<file path="config.mk">
export PLATFORM = sky130hd
export DESIGN_NAME = frc_dither
export DESIGN_NICKNAME = d
export VERILOG_FILES = /design/src/rtl/frc_pkg.sv /design/src/rtl/frc_pattern_bank.sv /design/src/rtl/frc_phase_ctr.sv /design/src/rtl/frc_chan_decide.sv /design/src/rtl/frc_dither.sv
export SDC_FILE = /design/constraint.sdc
export NUM_CORES = 1
export LEC_CHECK = 0
export BUFFER_PORTS_ARGS = -buffer_cell sky130_fd_sc_hd__buf_2
export CAP_MARGIN = 25
export CORE_ASPECT_RATIO = 1.25
export CORE_MARGIN = 10
export CORE_UTILIZATION = 45
export DETAILED_ROUTE_END_ITERATION = 6
export PLACE_DENSITY = 0.61
export SYNTH_ARGS = -nofsm -noshare
export SYNTH_HDL_FRONTEND = slang
export SYNTH_SLANG_ARGS = --single-unit
</file>
<file path="constraint.sdc">
create_clock -name clk -period 5.9 [get_ports clk]
set_input_delay 0.295 -clock clk [delete_from_list [all_inputs] [get_ports clk]]
set_output_delay 0.295 -clock clk [all_outputs]
set_load 0.01 [all_outputs]
</file>
<file path="src/rtl/frc_pkg.sv">
package frc_pkg;
    localparam int LVL_W = 4;
    localparam int NLVL  = 1 << LVL_W;
    localparam int PAT_W = NLVL;
    localparam int IDX_W = $clog2(PAT_W);
    localparam int NCH   = 3;

    typedef logic [LVL_W-1:0] lvl_t;
    typedef logic [IDX_W-1:0] idx_t;
    typedef logic [PAT_W-1:0] pat_t;
endpackage

</file>
<file path="src/rtl/frc_pattern_bank.sv">
module frc_pattern_bank
    import frc_pkg::*;
(
    input  logic                  clk,
    input  logic                  rst_n,
    input  logic                  wr_en,
    input  lvl_t                  wr_addr,
    input  pat_t                  wr_data,
    input  logic                  load,
    output logic [NLVL*PAT_W-1:0] active_flat
);
    typedef struct packed {
        logic [NLVL-1:0][PAT_W-1:0] shadow;
        logic [NLVL-1:0][PAT_W-1:0] active;
    } bank_t;

    bank_t s_d, s_q;

    always_comb begin
        s_d = s_q;
        if (wr_en) begin
            s_d.shadow[wr_addr] = wr_data;
        end
        if (load) begin
            s_d.active = s_d.shadow;
        end
    end

    always_ff @(posedge clk or negedge rst_n) begin
        if (!rst_n) begin
            s_q <= '0;
        end else begin
            s_q <= s_d;
        end
    end

    assign active_flat = s_q.active;

    // Active patterns only change at a frame boundary
    assert_active_hold_R7: assert property (@(posedge clk) disable iff (!rst_n)
        !load |=> $stable(s_q.active));

    // A write in the load cycle reaches the active bank
    assert_fwd_write_R8: assert property (@(posedge clk) disable iff (!rst_n)
        (load && wr_en) |=> (s_q.active[$past(wr_addr)] == $past(wr_data)));
endmodule

</file>
<file path="src/rtl/frc_phase_ctr.sv">
module frc_phase_ctr
    import frc_pkg::*;
(
    input  logic clk,
    input  logic rst_n,
    input  logic advance,
    output idx_t phase
);
    idx_t cnt_d, cnt_q;

    always_comb begin
        cnt_d = cnt_q;
        if (advance) begin
            cnt_d = cnt_q + idx_t'(1);
        end
    end

    always_ff @(posedge clk or negedge rst_n) begin
        if (!rst_n) begin
            cnt_q <= '0;
        end else begin
            cnt_q <= cnt_d;
        end
    end

    assign phase = cnt_q;

    assert_phase_step_R6: assert property (@(posedge clk) disable iff (!rst_n)
        advance |=> (cnt_q == $past(cnt_q) + idx_t'(1)));

    assert_phase_hold_R6: assert property (@(posedge clk) disable iff (!rst_n)
        !advance |=> $stable(cnt_q));
endmodule

</file>
<file path="src/rtl/frc_chan_decide.sv">
module frc_chan_decide
    import frc_pkg::*;
#(
    parameter int OFFSET = 0
) (
    input  lvl_t                  lvl,
    input  idx_t                  x_lo,
    input  idx_t                  phase,
    input  logic [NLVL*PAT_W-1:0] active_flat,
    output logic                  on
);
    idx_t sel;
    pat_t pat;

    always_comb begin
        sel = phase + x_lo + idx_t'(OFFSET);
        pat = active_flat[lvl*PAT_W +: PAT_W];
        if (lvl == '0) begin
            on = 1'b0;
        end else if (lvl == '1) begin
            on = 1'b1;
        end else begin
            on = pat[sel];
        end
    end
endmodule

</file>
<file path="src/rtl/frc_dither.sv">
module frc_dither
    import frc_pkg::*;
(
    input  logic                 clk,
    input  logic                 rst_n,
    input  logic                 stn_en,
    input  logic                 color_mode,
    input  logic                 frame_start,
    input  logic                 pix_valid,
    input  logic [IDX_W-1:0]     pix_x_lo,
    input  logic [NCH*LVL_W-1:0] pix_lvl,
    input  logic                 reg_we,
    input  logic [LVL_W-1:0]     reg_addr,
    input  logic [PAT_W-1:0]     reg_wdata,
    output logic                 out_valid,
    output logic [NCH-1:0]       out_on,
    output logic [NCH*LVL_W-1:0] out_lvl
);
    typedef struct packed {
        logic                 valid;
        logic [NCH-1:0]       on;
        logic [NCH*LVL_W-1:0] lvl;
    } out_t;

    out_t o_d, o_q;
    logic [NLVL*PAT_W-1:0] active_flat;
    idx_t                  phase;
    logic [NCH-1:0]        dec;

    frc_pattern_bank u_bank (
        .clk         (clk),
        .rst_n       (rst_n),
        .wr_en       (reg_we),
        .wr_addr     (reg_addr),
        .wr_data     (reg_wdata),
        .load        (frame_start),
        .active_flat (active_flat)
    );

    frc_phase_ctr u_phase (
        .clk     (clk),
        .rst_n   (rst_n),
        .advance (frame_start),
        .phase   (phase)
    );

    // Channel c: c=0 red (top field), c=1 green, c=2 blue; offset equals c
    for (genvar c = 0; c < NCH; c++) begin : g_ch
        frc_chan_decide #(.OFFSET(c)) u_dec (
            .lvl         (pix_lvl[(NCH-1-c)*LVL_W +: LVL_W]),
            .x_lo        (pix_x_lo),
            .phase       (phase),
            .active_flat (active_flat),
            .on          (dec[c])
        );
    end

    always_comb begin
        o_d       = o_q;
        o_d.valid = pix_valid;
        o_d.lvl   = pix_lvl;
        for (int c = 0; c < NCH; c++) begin
            o_d.on[NCH-1-c] = stn_en && ((c == 0) || color_mode) && dec[c];
        end
    end

    always_ff @(posedge clk or negedge rst_n) begin
        if (!rst_n) begin
            o_q <= '0;
        end else begin
            o_q <= o_d;
        end
    end

    assign out_valid = o_q.valid;
    assign out_on    = o_q.on;
    assign out_lvl   = o_q.lvl;

    assert_valid_pass_R2: assert property (@(posedge clk) disable iff (!rst_n)
        1'b1 |=> (out_valid == $past(pix_valid) && out_lvl == $past(pix_lvl)));

    assert_tft_off_R3: assert property (@(posedge clk) disable iff (!rst_n)
        !stn_en |=> (out_on == '0));

    assert_lvl_zero_off_R4: assert property (@(posedge clk) disable iff (!rst_n)
        (stn_en && pix_lvl[NCH*LVL_W-1 -: LVL_W] == '0) |=> !out_on[NCH-1]);

    assert_lvl_full_on_R4: assert property (@(posedge clk) disable iff (!rst_n)
        (stn_en && pix_lvl[NCH*LVL_W-1 -: LVL_W] == '1) |=> out_on[NCH-1]);

    assert_mono_mask_R10: assert property (@(posedge clk) disable iff (!rst_n)
        !color_mode |=> (out_on[NCH-2:0] == '0));
endmodule

</file>
==> results by stage, run 1 <==
Status:
- The run finished with clean final reports.

Global route:
- The via count of the first global-routing pass is ~17000.
- The initial antenna violation count is 5.
- The global-route wire length before repair is around 120000 µm.
- Entering global routing, the biggest net connects 173 pins.
- The global route total overflow is 0.
- The total routing usage reported by global routing is 22.7%.

Clock tree:
- The clock transition time at the flip-flop clock pins of the worst setup and hold paths is approximately 70 ps.
- The clock tree synthesis step divided the H-tree into 2 levels.
- The post-CTS setup buffer count is 0.
- Buffers inserted to repair hold after CTS numbered 7.
- TritonCTS created 54 clock buffers.
- The root buffer cell chosen for the clock tree is sky130_fd_sc_hd__clkbuf_16.
- After clock tree synthesis, the repair step resized 0 gates.
- For the worst-skew pair, the clock arrives at the later sink with an insertion delay of 620 ps.
- The count of clock tree sinks is about 530.
- The clock passes through at most 3 buffers.
- TritonCTS built the clock tree.

Worst setup path:
- Setup slack on the worst reg-to-reg path comes out at 1470 ps.
- At the worst endpoint, the arrival time is 4940 ps.
- The capturing point of the worst reg2reg path is out_on[0]$_DFF_PN0_.
- The kind of critical path is reg -> reg.
- The worst register-to-register path begins at u_phase.phase[0]$_DFFE_PN0P_.
- The critical path required time is 6410 ps.
- The highest fanout seen on the critical path is 10.
- Measured in cells, the most critical reg-to-reg path has a length of 12.
- The startpoint type of the worst setup path is a flop.
- The nature of the critical path endpoint is a flop.

STA:
- For the pin with the worst max-slew slack, the measured transition is 1110 ps.
- Setup repair after global routing left no endpoint under its margin.
- For this run, the top clock speed supported by timing is ~230 MHz.
- The share of the clock period used by the worst path is 75.1%.
- The tightest hold path in the finished design has a slack of 59.9 ps.
- Setup slack closes at 1470 ps.
- Setup violations remaining at the end of the flow were counted as 0.
- The count of pins over their slew limit is 0.
- The hold violation total from the final report is 0.
- The clock skew is approximately 35 ps.
- The final sum of negative setup slack is 0 ps.
- The worst slew margin relative to its limit is 26.0%.
- The minimum period implied by the final worst setup slack is ~4400 ps.

Floorplan:
- The vertical extent of the die is 291 µm.
- The number of top-level design ports is 59.
- The floorplan die width is 237 µm.
- The floorplan step defined a die boundary enclosing between 60000 and 70000 µm².
- The area inside the core boundary is 58300 µm².
- The starting density of the core is 45.5%.
- The floorplan has 99 rows.

Finish:
- The number of fill cells is 4933.
- Compared with the post-synthesis result, the final layout area differs by 10.7%.
- The net count of the finished layout is 1881.
- The top cell types in the final layout, fill and taps aside, are sky130_fd_sc_hd__dfrtp_1, sky130_fd_sc_hd__mux2_2, sky130_fd_sc_hd__mux4_2.
- For this run, the share of the core covered by cells in the final layout is between 50% and 60%.
- The fraction of layout instances using a drive strength above 1 is a little over two fifths.
- The commonest non-fill, non-tap cell in the layout is sky130_fd_sc_hd__dfrtp_1.

Routing:
- Dividing the detail-routed wire length by the instance count gives between 30 and 40 µm.
- The count of TritonRoute iterations in the first routing pass is 5.
- In the routed design, unresolved DRC markers number 0.
- The via total after detailed routing is 16740.
- The number of DRC markers in iteration 0 is approximately 1500.
- The ratio of routed vias to standard cells is 6.37.
- After detailed routing, the total wire length is 79000 µm.
- The remaining number of nets flagged by the antenna check after routing is 0.

Synth:
- The average instance in the mapped netlist occupies about 15 µm².
- The total number of yosys warnings is 0.
- The number of cells produced by synthesis is 1814.
- After synthesis, the netlist uses 70 different library cells.
- The register bit count reported by yosys is 532.
- The share of the Yosys chip area taken by registers is between 50% and 60%.
- Counting flops with a built-in enable in the synthesized netlist gives 0.
- After synthesis the cells add up to 26500 µm².
- The most used flip-flop cell after synthesis is sky130_fd_sc_hd__dfrtp_1.
- Counting every net in the synthesized netlist gives 1864.
- For this run, asynchronously set or reset flops after synthesis account for 100%.

Place:
- The final weighted congestion in routability-driven placement is about 1.
- The worst slack at placement is 1510 ps.
- The count of buffers inserted at the top-level ports is 58.
- The HPWL after detailed placement is 49800 µm.

Min path:
- Along the worst hold path, the cell count comes to 1.
- The worst hold path class is in -> reg.
- The worst hold path terminates at out_lvl[2]$_DFF_PN0_.
- The worst hold path begins at pix_lvl[2].

Job:
- Max-cap violations in this run came to 0.

Power:
- The worst ir drop on vdd is 0.306 mV.
- Summed over all cells, the static leakage comes to 12.5 nW.
- The power density over cell area is 420 nW/µm².
## how the worst max path moves through the flow
stage                     endpoint                         start  slack (ps)
2_1_floorplan  out_on[0]$_DFF_PN0_  u_phase.phase[0]$_DFFE_PN0P_        2420
3_3_place_gp   out_on[0]$_DFF_PN0_                   pix_x_lo[0]        1740
3_5_place_dp   out_on[0]$_DFF_PN0_  u_phase.phase[0]$_DFFE_PN0P_        1510
4_1_cts        out_on[0]$_DFF_PN0_  u_phase.phase[0]$_DFFE_PN0P_        1520
5_1_grt        out_on[0]$_DFF_PN0_  u_phase.phase[0]$_DFFE_PN0P_        1170
6_report       out_on[0]$_DFF_PN0_  u_phase.phase[0]$_DFFE_PN0P_        1470
## sequential cells by signal (all words and copies together), names as in the netlist
signal,count
u_bank.s_q,256
u_bank.active_flat,256
u_phase.phase,4
out_lvl,12
out_valid,1
out_on,3
## synthesized netlist by cell type (3+ instances only)
| master | number | area share [%] |
|---|---|---|
| sky130_fd_sc_hd__a211oi_1 | 9 | 0.25 |
| sky130_fd_sc_hd__a21oi_1 | 22 | 0.42 |
| sky130_fd_sc_hd__a22o_1 | 7 | 0.23 |
| sky130_fd_sc_hd__a22oi_1 | 12 | 0.34 |
| sky130_fd_sc_hd__a31oi_1 | 9 | 0.21 |
| sky130_fd_sc_hd__and2_1 | 14 | 0.33 |
| sky130_fd_sc_hd__buf_2 | 20 | 0.38 |
| sky130_fd_sc_hd__buf_4 | 16 | 0.45 |
| sky130_fd_sc_hd__buf_6 | 13 | 0.55 |
| sky130_fd_sc_hd__buf_8 | 3 | 0.17 |
| sky130_fd_sc_hd__clkbuf_1 | 86 | 1.2 |
| sky130_fd_sc_hd__dfrtp_1 | 532 | 50 |
| sky130_fd_sc_hd__ha_1 | 6 | 0.28 |
| sky130_fd_sc_hd__inv_1 | 4 | 0.057 |
| sky130_fd_sc_hd__mux2_1 | 59 | 2.5 |
| sky130_fd_sc_hd__mux2_2 | 473 | 20 |
| sky130_fd_sc_hd__mux2i_1 | 104 | 3.9 |
| sky130_fd_sc_hd__mux4_1 | 3 | 0.30 |
| sky130_fd_sc_hd__mux4_2 | 135 | 11 |
| sky130_fd_sc_hd__nand2_1 | 47 | 0.67 |
| sky130_fd_sc_hd__nand2b_1 | 11 | 0.26 |
| sky130_fd_sc_hd__nand3_1 | 19 | 0.36 |
| sky130_fd_sc_hd__nand4_1 | 4 | 0.094 |
| sky130_fd_sc_hd__nor2_1 | 36 | 0.51 |
| sky130_fd_sc_hd__nor2b_1 | 10 | 0.24 |
| sky130_fd_sc_hd__nor3_1 | 10 | 0.19 |
| sky130_fd_sc_hd__nor4_1 | 4 | 0.094 |
| sky130_fd_sc_hd__o21ai_0 | 11 | 0.21 |
| sky130_fd_sc_hd__o21ai_1 | 7 | 0.13 |
| sky130_fd_sc_hd__o221ai_1 | 24 | 0.79 |
| sky130_fd_sc_hd__o22ai_1 | 45 | 1.1 |
| sky130_fd_sc_hd__o31ai_1 | 4 | 0.11 |
| sky130_fd_sc_hd__or2_1 | 3 | 0.071 |
| sky130_fd_sc_hd__or3_1 | 3 | 0.071 |
| sky130_fd_sc_hd__xnor2_1 | 4 | 0.13 |
## power by group
part,internal [mW],total (mW),switching [mW]
Sequential,4.57,5.20,0.631
Combinational,1.78,3.58,1.80
Clock,2.11,3.57,1.46
## worst max-delay path, stage by stage (launching register included)
cell and delay [ps]:
sky130_fd_sc_hd__dfrtp_1 420, sky130_fd_sc_hd__ha_1 230, sky130_fd_sc_hd__fa_1 410, sky130_fd_sc_hd__xnor2_1 830, sky130_fd_sc_hd__inv_1 500, sky130_fd_sc_hd__ha_1 560
sky130_fd_sc_hd__nor2b_1 230, sky130_fd_sc_hd__nand2_1 100, sky130_fd_sc_hd__o32ai_1 90, sky130_fd_sc_hd__a311o_1 340, sky130_fd_sc_hd__or4_1 400, sky130_fd_sc_hd__a21oi_1 150
sky130_fd_sc_hd__nor4_1 70
## logic make-up after synthesis
family                   Yosys count  share of synthesized area (%)
AO/OA/AOI/OAI                    176                           4.64
flip-flops                       532                           50.2
adder cells (fa/ha/maj)            7                          0.359
AND/OR/NAND/NOR                  168                           3.13
multiplexers                     774                           38.3
XOR/XNOR                           9                          0.434
buffers and inverters            148                           2.98
## final cells by class
cell class	count	area, µm²	area share (%)
Sequential cell	532	13300	45.4
Multi-Input combinational cell	1134	12500	42.5
Clock buffer	77	1570	5.35
Tap cell	757	947	3.23
Timing Repair Buffer	103	758	2.58
Clock inverter	19	265	0.904
Inverter	6	22.5	0.0767
Antenna cell	1	2.50	0.00853
## stage by stage
step	power [mW]	instances	area, µm²
final	12.3	2629	29400
after floorplan	7.57	1814	26500
after global routing	12.9	2628	29300
after CTS	12.4	2628	29300
after detailed placement	8.76	2525	27400
after global placement	8.61	2525	27400
## layer usage
layer	global-route usage (%)	routed length (µm)
met3	4.47	5360
met5	0	66
met1	29.1	32000
met4	8.85	3540
met2	37.1	38100
No activity file was read; power rests on OpenSTA's default activity.
==> inputs of run 2 (changes only) <==
--- a/config.mk
+++ b/config.mk
@@ -11,7 +11,7 @@
 export CORE_MARGIN = 10
 export CORE_UTILIZATION = 45
 export DETAILED_ROUTE_END_ITERATION = 6
-export PLACE_DENSITY = 0.61
+export PLACE_DENSITY = 0.63
 export SYNTH_ARGS = -nofsm -noshare
 export SYNTH_HDL_FRONTEND = slang
 export SYNTH_SLANG_ARGS = --single-unit
==> constraint.sdc (replaced) <==
create_clock -name clk -period 3.7 [get_ports clk]
set_input_delay 0.185 -clock clk [delete_from_list [all_inputs] [get_ports clk]]
set_output_delay 0.185 -clock clk [all_outputs]
set_load 0.01 [all_outputs]
==> results by stage, run 2 (same netlist as run 1, synthesis figures left out) <==
Worst setup path:
- The capturing point of the worst reg2reg path is out_on[1]$_DFF_PN0_.
- The worst reg2reg path startpoint is u_phase.phase[0]$_DFFE_PN0P_.
- Data on the critical path arrives at its endpoint at about 4100 ps.
- The kind of critical path is reg -> reg.
- STA classifies the critical path endpoint as a flop.
- The source of the critical timing path is u_phase.phase[0]$_DFFE_PN0P_.
- The highest fanout seen on the critical path is 6.
- The cell count of the worst reg-to-reg path is 9.
- The critical path required time is ~4200 ps.
- For flop-to-flop paths, the worst setup slack is 140 ps.
- The startpoint type of the worst setup path is a flop.

Global route:
- Entering global routing, the biggest net connects 96 pins.
- The initial antenna violation count is 6.
- The first global-routing pass estimated 118000 µm of wire.
- The global route total overflow is 0.
- The total routing usage reported by global routing is 22.6%.
- The via count of the first global-routing pass is roughly 18000.

Finish:
- The fraction of layout instances using a drive strength above 1 is between 40 and 50%.
- The final non-filler cell area is 29700 µm².
- Leaving out fill and tap cells, the most frequent cell in the layout is sky130_fd_sc_hd__dfrtp_1.
- The post-route core utilization is 50.9%.
- Excluding fillers, the count of instances in the completed layout stands at about 2700.
- In the layout the commonest cells are sky130_fd_sc_hd__dfrtp_1, sky130_fd_sc_hd__mux2_2, sky130_fd_sc_hd__mux4_2.
- Relative to the synthesized area, the layout overhead comes to 11.9%.
- The layout net count is 1919.

Place:
- OpenSTA, run right after detailed placement, puts the worst setup slack at 219 ps.
- Once placement finished, the instance area stood at ~28000 µm².
- The count of buffers added on input and output ports is slightly below 60.
- The HPWL after detailed placement is 51900 µm.
- The congestion estimate from routability-driven global placement came to 0.937.
- The number of placed cells counting well taps is around 2600.

Floorplan:
- The vertical extent of the die is 291 µm.
- After floorplanning, the core was divided into 99 placement rows.
- The starting density of the core is a little under half.
- During I/O placement, the number of pins put on the boundary was between 50 and 60.
- The die covers 69100 µm².
- The core region is 58300 µm².
- The die is about 240 µm wide.

Clock tree:
- The post-cts gate resize count is 0.
- The CTS tree is done.
- The maximum buffer depth of the clock tree is 3.
- The clock reaches the later pin of the worst-skew pair after 620 ps.
- The tree is rooted in a sky130_fd_sc_hd__clkbuf_16.
- The total CTS buffers is 53.
- Clock-pin slew was measured on the worst setup and hold paths at approximately 60 ps.
- The count of clock tree sinks is 532.
- The maximum level of the CTS H-tree is 2.
- In this run the post-CTS setup repair buffer count came out at 0.

Routing:
- The detailed router finished its first iteration with 1404 violations.
- In the routed layout, each cell is associated on average with a via count of 6.27.
- The routed wire length per instance is 29.4 µm.
- The count of nets left with antenna violations once routing finished came out at 0.
- The number of remaining DRC errors is 0.
- The count of TritonRoute iterations in the first routing pass is 6.
- For this block, the routed nets add up to between 70000 and 80000 µm of wire.
- The via total after detailed routing is 16709.

STA:
- For the final routed database, the setup TNS stands at 0 ps.
- At the pin with the least slew margin, the transition time is between 900 and 1000 ps.
- The worst path in the final design needs a cycle of 3560 ps, including I/O delays and setup.
- The count of pins over their slew limit is 0.
- The hold violation total from the final report came to 0.
- The upper clock frequency limit is 281 MHz.
- Setup violations remaining at the end of the flow were counted as 0.
- Setup repair after global routing left no endpoint under its margin.
- Headroom to the max-slew limit came out at between 30% and 40%.
- In the post-route analysis, the smallest setup slack over all paths is 140 ps.
- The tightest hold path in the finished design has a slack of 73.9 ps.
- The share of the clock period used by the worst path is 96.2%.
- The clock arrives with 39.3 ps of skew.

Power:
- The worst-case IR drop observed on VDD is between 0.5 and 0.6 mV.
- The design draws 19.8 mW.
- In this run the power density over the cells is 666 nW/µm².
- For this design the static power due to leakage is 12.7 nW.

Job:
- The reported max-cap violation count is 0.

Min path:
- For hold timing, the worst endpoint is u_bank.s_q[339]$_DFF_PN0_.
- The startpoint identified for the worst hold timing path is reg_wdata[3].
- The hold-critical path depth is 2.
- The min-delay analysis places its worst path in the category in -> reg.

Status:
- The flow ran to the end, and the final reports show no timing, DRC or antenna violations.
==> run 2: metal layers <==
metal | track usage [%] | vias up | wire [µm]
met2 | 38.1 | 576 | 39000
li1 | - | 7019 | -
met5 | 0 | - | 35
met3 | 3.40 | 209 | 4580
met4 | 9.91 | 6 | 3720
met1 | 28.2 | 8899 | 31000
==> run 2: final cells by class <==
| class | count | area, µm² |
|---|---|---|
| Timing Repair Buffer | 142 | 1170 |
| Sequential cell | 532 | 13300 |
| Fill cell | 4901 | 28700 |
| Inverter | 6 | 22.5 |
| Multi-Input combinational cell | 1134 | 12500 |
| Antenna cell | 1 | 2.50 |
| Clock buffer | 74 | 1540 |
| Clock inverter | 20 | 226 |
| Tap cell | 757 | 947 |
==> run 2: timing repair <==
item / CTS / global route
hold buffers: 13 / 0
hold endpoints to repair: 100 / 0
setup endpoints to repair: 0 / 0
==> run 2: worst max-delay path by stage <==
stage and to:
6_report out_on[1]$_DFF_PN0_, 5_1_grt out_on[1]$_DFF_PN0_, 4_1_cts out_on[1]$_DFF_PN0_, 3_5_place_dp out_on[1]$_DFF_PN0_, 2_1_floorplan out_on[0]$_DFF_PN0_, 3_3_place_gp out_on[1]$_DFF_PN0_
==> run 2: critical path: stages (launching register included) <==
cell and delay, ps:
sky130_fd_sc_hd__dfrtp_1 430, sky130_fd_sc_hd__ha_1 240, sky130_fd_sc_hd__fa_1 640, sky130_fd_sc_hd__ha_1 210
sky130_fd_sc_hd__xnor3_1 430, sky130_fd_sc_hd__nor2_1 710, sky130_fd_sc_hd__nand3_1 170, sky130_fd_sc_hd__and4_1 280
sky130_fd_sc_hd__o31ai_1 230, sky130_fd_sc_hd__o21ai_1 110
==> run 2: power breakdown <==
| part | switching [mW] | internal (mW) |
|---|---|---|
| combinational | 3.04 | 2.92 |
| sequential | 1.06 | 7.28 |
| clock | 2.30 | 3.17 |
==> inputs of run 3 (changes only) <==
--- a/config.mk
+++ b/config.mk
@@ -9,9 +9,9 @@
 export CAP_MARGIN = 25
 export CORE_ASPECT_RATIO = 1.25
 export CORE_MARGIN = 10
-export CORE_UTILIZATION = 45
+export CORE_UTILIZATION = 55
 export DETAILED_ROUTE_END_ITERATION = 6
-export PLACE_DENSITY = 0.63
+export PLACE_DENSITY = 0.74
 export SYNTH_ARGS = -nofsm -noshare
 export SYNTH_HDL_FRONTEND = slang
 export SYNTH_SLANG_ARGS = --single-unit
==> results by stage, run 3 (same netlist as run 1, synthesis figures left out) <==
STA:
- Static timing analysis puts the maximum clock frequency at approximately 310 MHz.
- The actual transition at the worst max-transition pin is 1000 ps.
- In the finished design, the share of the clock period the worst path needs comes to 86.9%.
- On the final layout, the worst hold slack is 55.1 ps.
- Setup violations remaining at the end of the flow were counted as 0.
- The worst pin sits at a relative slew slack of 33.3%.
- The minimum period implied by the final worst setup slack is around 3200 ps.
- The count of pins over their slew limit came to 0.
- Setup repair after global routing left no endpoint under its margin.
- Between clock sinks in the finished design, the worst skew comes to 24.5 ps.
- For the final routed database, the setup TNS stands at 0 ps.
- The hold violation total from the final report is 0.

Status:
- The run finished with clean final reports.

Global route:
- The total routing usage reported by global routing is 27.6%.
- Summed over all layers, the global routing overflow is 0.
- The via count of the first global-routing pass is 17829.
- The first global-routing pass estimated about 120000 µm of wire.
- The initial antenna violation count is 1.
- Entering global routing, the biggest net connects 112 pins.

Routing:
- After detailed routing, the average wire length per cell comes to slightly above 30 µm.
- The routed layout has 16984 vias.
- In the routed layout, each cell is associated on average with a via count of 6.67.
- The pre-antenna-repair detailed-routing pass consisted of 7 iterations.
- The number of DRC markers in iteration 0 is 1635.
- The remaining number of nets flagged by the antenna check after routing is 0.
- The total detailed-routing wirelength is 79000 µm.
- The number of remaining DRC errors is 0.

Power:
- After layout, the design draws a total of 20.0 mW.
- The analysis attributes to cell leakage a power of 12.7 nW.
- Power spread over the standard cell area amounts to 675 nW/µm².
- The worst ir drop on vdd is 0.452 mV.

Place:
- The number of placed instances, taps included, is roughly 2400.
- The count of buffers inserted at the top-level ports is 58.
- The placed instances occupy a cell area of 27700 µm².
- The congestion estimate from routability-driven global placement came to ~0.96.
- The HPWL after detailed placement is 51700 µm.

Finish:
- The commonest non-fill, non-tap cell in the layout is sky130_fd_sc_hd__dfrtp_1.
- The final non-filler cell total is 2546.
- The net count of the finished layout is 1918.
- The final non-filler cell area is 29600 µm².
- The post-route netlist has 44.2% of its cells at a drive strength greater than 1.
- Leaving out fill and tap cells, the most frequent cells in the layout are sky130_fd_sc_hd__dfrtp_1, sky130_fd_sc_hd__mux2_2, sky130_fd_sc_hd__mux4_2.
- The number of antenna diodes in the final layout is 0.
- The area growth from synthesis to layout is 11.7%.

Clock tree:
- CTS built an H-tree with a depth of 2.
- Buffers added to address setup during post-CTS repair amount to 0.
- The number of hold buffers added after cts is 10.
- The count of clock tree sinks is 532.
- TritonCTS built the clock tree.
- The maximum buffer depth of the clock tree is 3.
- Once the clock tree was built, the resizer swapped 0 gates to a different size.
- Clock-pin slew was measured on the worst setup and hold paths at 60 ps.
- CTS placed an instance of sky130_fd_sc_hd__clkbuf_16 at the clock tree root.
- The total CTS buffers is 52.
- The clock reaches the later pin of the worst-skew pair after between 600 and 700 ps.

Min path:
- The tightest min-delay check is of the in -> reg type.

Floorplan:
- The vertical extent of the die is 266 µm.
- The area inside the core boundary is approximately 47000 µm².
- The starting density of the core is 55.9%.
- The die footprint is 57500 µm².
- In this run the horizontal extent of the chip is between 200 and 250 µm.
- The cell row count is 89.
- The number of top-level design ports is 59.

Worst setup path:
- The signal on the critical path passes through ha_1, fa_1, ha_1, xnor3_1, nand2_1, a31oi_1, a21oi_1, and4_1, o31ai_1, o21ai_1.
- The cell with the largest stage delay on the worst path is sky130_fd_sc_hd__fa_1.
- The kind of critical path is reg -> reg.
- The startpoint type of the worst setup path is a flop.
- STA puts the critical path data arrival time at 3700 ps.
- In this run the worst path has a maximum fanout of 6.
- The nature of the critical path endpoint is a flop.
- The family with the most delay on the worst path is adder cells.
- The library cell appearing most often on the critical path is sky130_fd_sc_hd__ha_1.
- The total buffers and inverters traversed by the critical path is 0.
- The critical path required time is 4180 ps.
- The longest individual stage delay on the worst path is 570 ps.

Job:
- Max-cap violations in this run came to 0.
[run 3: cell count changes in the layout (fill, tap and decap cells not counted), sizes merged]
cell,change
diode,-1
clkinv,+2
clkbuf,-9
clkinvlp,+1
buf,+3
inv,+2
dlygate4sd3,-3
bufinv,+5
[run 3: power breakdown]
group | total (mW) | internal, mW | switching [mW]
clock network | 5.75 | 3.38 | 2.38
registers | 8.36 | 7.28 | 1.07
logic | 5.89 | 2.93 | 2.96
[run 3: metrics by stage]
step,util [%],setup WS [ps]
after floorplan,-,219
after global placement,58.4,579
after detailed placement,58.4,544
after CTS,62.5,531
after global routing,62.5,370
final,62.5,485
[run 3: worst register-to-register path, delay by kind of cell (launching register included)]
family,cells,cell delay (ps)
AOI/OAI and AO/OA,4,640
and+or+nand+nor,2,510
adders and majority gates,3,1080
DFF,1,430
xor gates and xnor gates,1,430
[run 3: final cells by class]
class	count	area, µm²
repair buffers	142	1190
well taps	637	797
clock buffers	65	1420
fillers	3557	17800
flip-flops and latches	532	13300
clock inverters	30	419
multi-input cells	1134	12500
inverters	6	22.5
[run 3: path summary, 6_finish.rpt]
kind | cells after the start | slack (ps) | endpoint | from
max | 10 | 490 | out_on[1]$_DFF_PN0_ | u_phase.phase[0]$_DFFE_PN0P_
min | 2 | 60 | u_bank.s_q[278]$_DFF_PN0_ | reg_wdata[6]
max reg2reg | 10 | 490 | out_on[1]$_DFF_PN0_ | u_phase.phase[0]$_DFFE_PN0P_
min reg2reg | 1 | 480 | u_bank.s_q[296]$_DFF_PN0_ | u_bank.s_q[296]$_DFF_PN0_
max in group asynchronous | 3 | 2310 | u_bank.active_flat[171]$_DFFE_PN0P_ | rst_n
min in group asynchronous | 2 | 280 | u_bank.s_q[480]$_DFF_PN0_ | rst_n
[run 3: routing by layer]
layer	up-vias	part of all wire [%]	track usage (%)	wire length (µm)
met3	201	6.1	4.67	4790
met2	671	49	45.7	38800
met1	9094	40	35.1	31500
li1	7016	-	-	-
met5	-	0.016	0	13
met4	2	4.9	12.3	3870
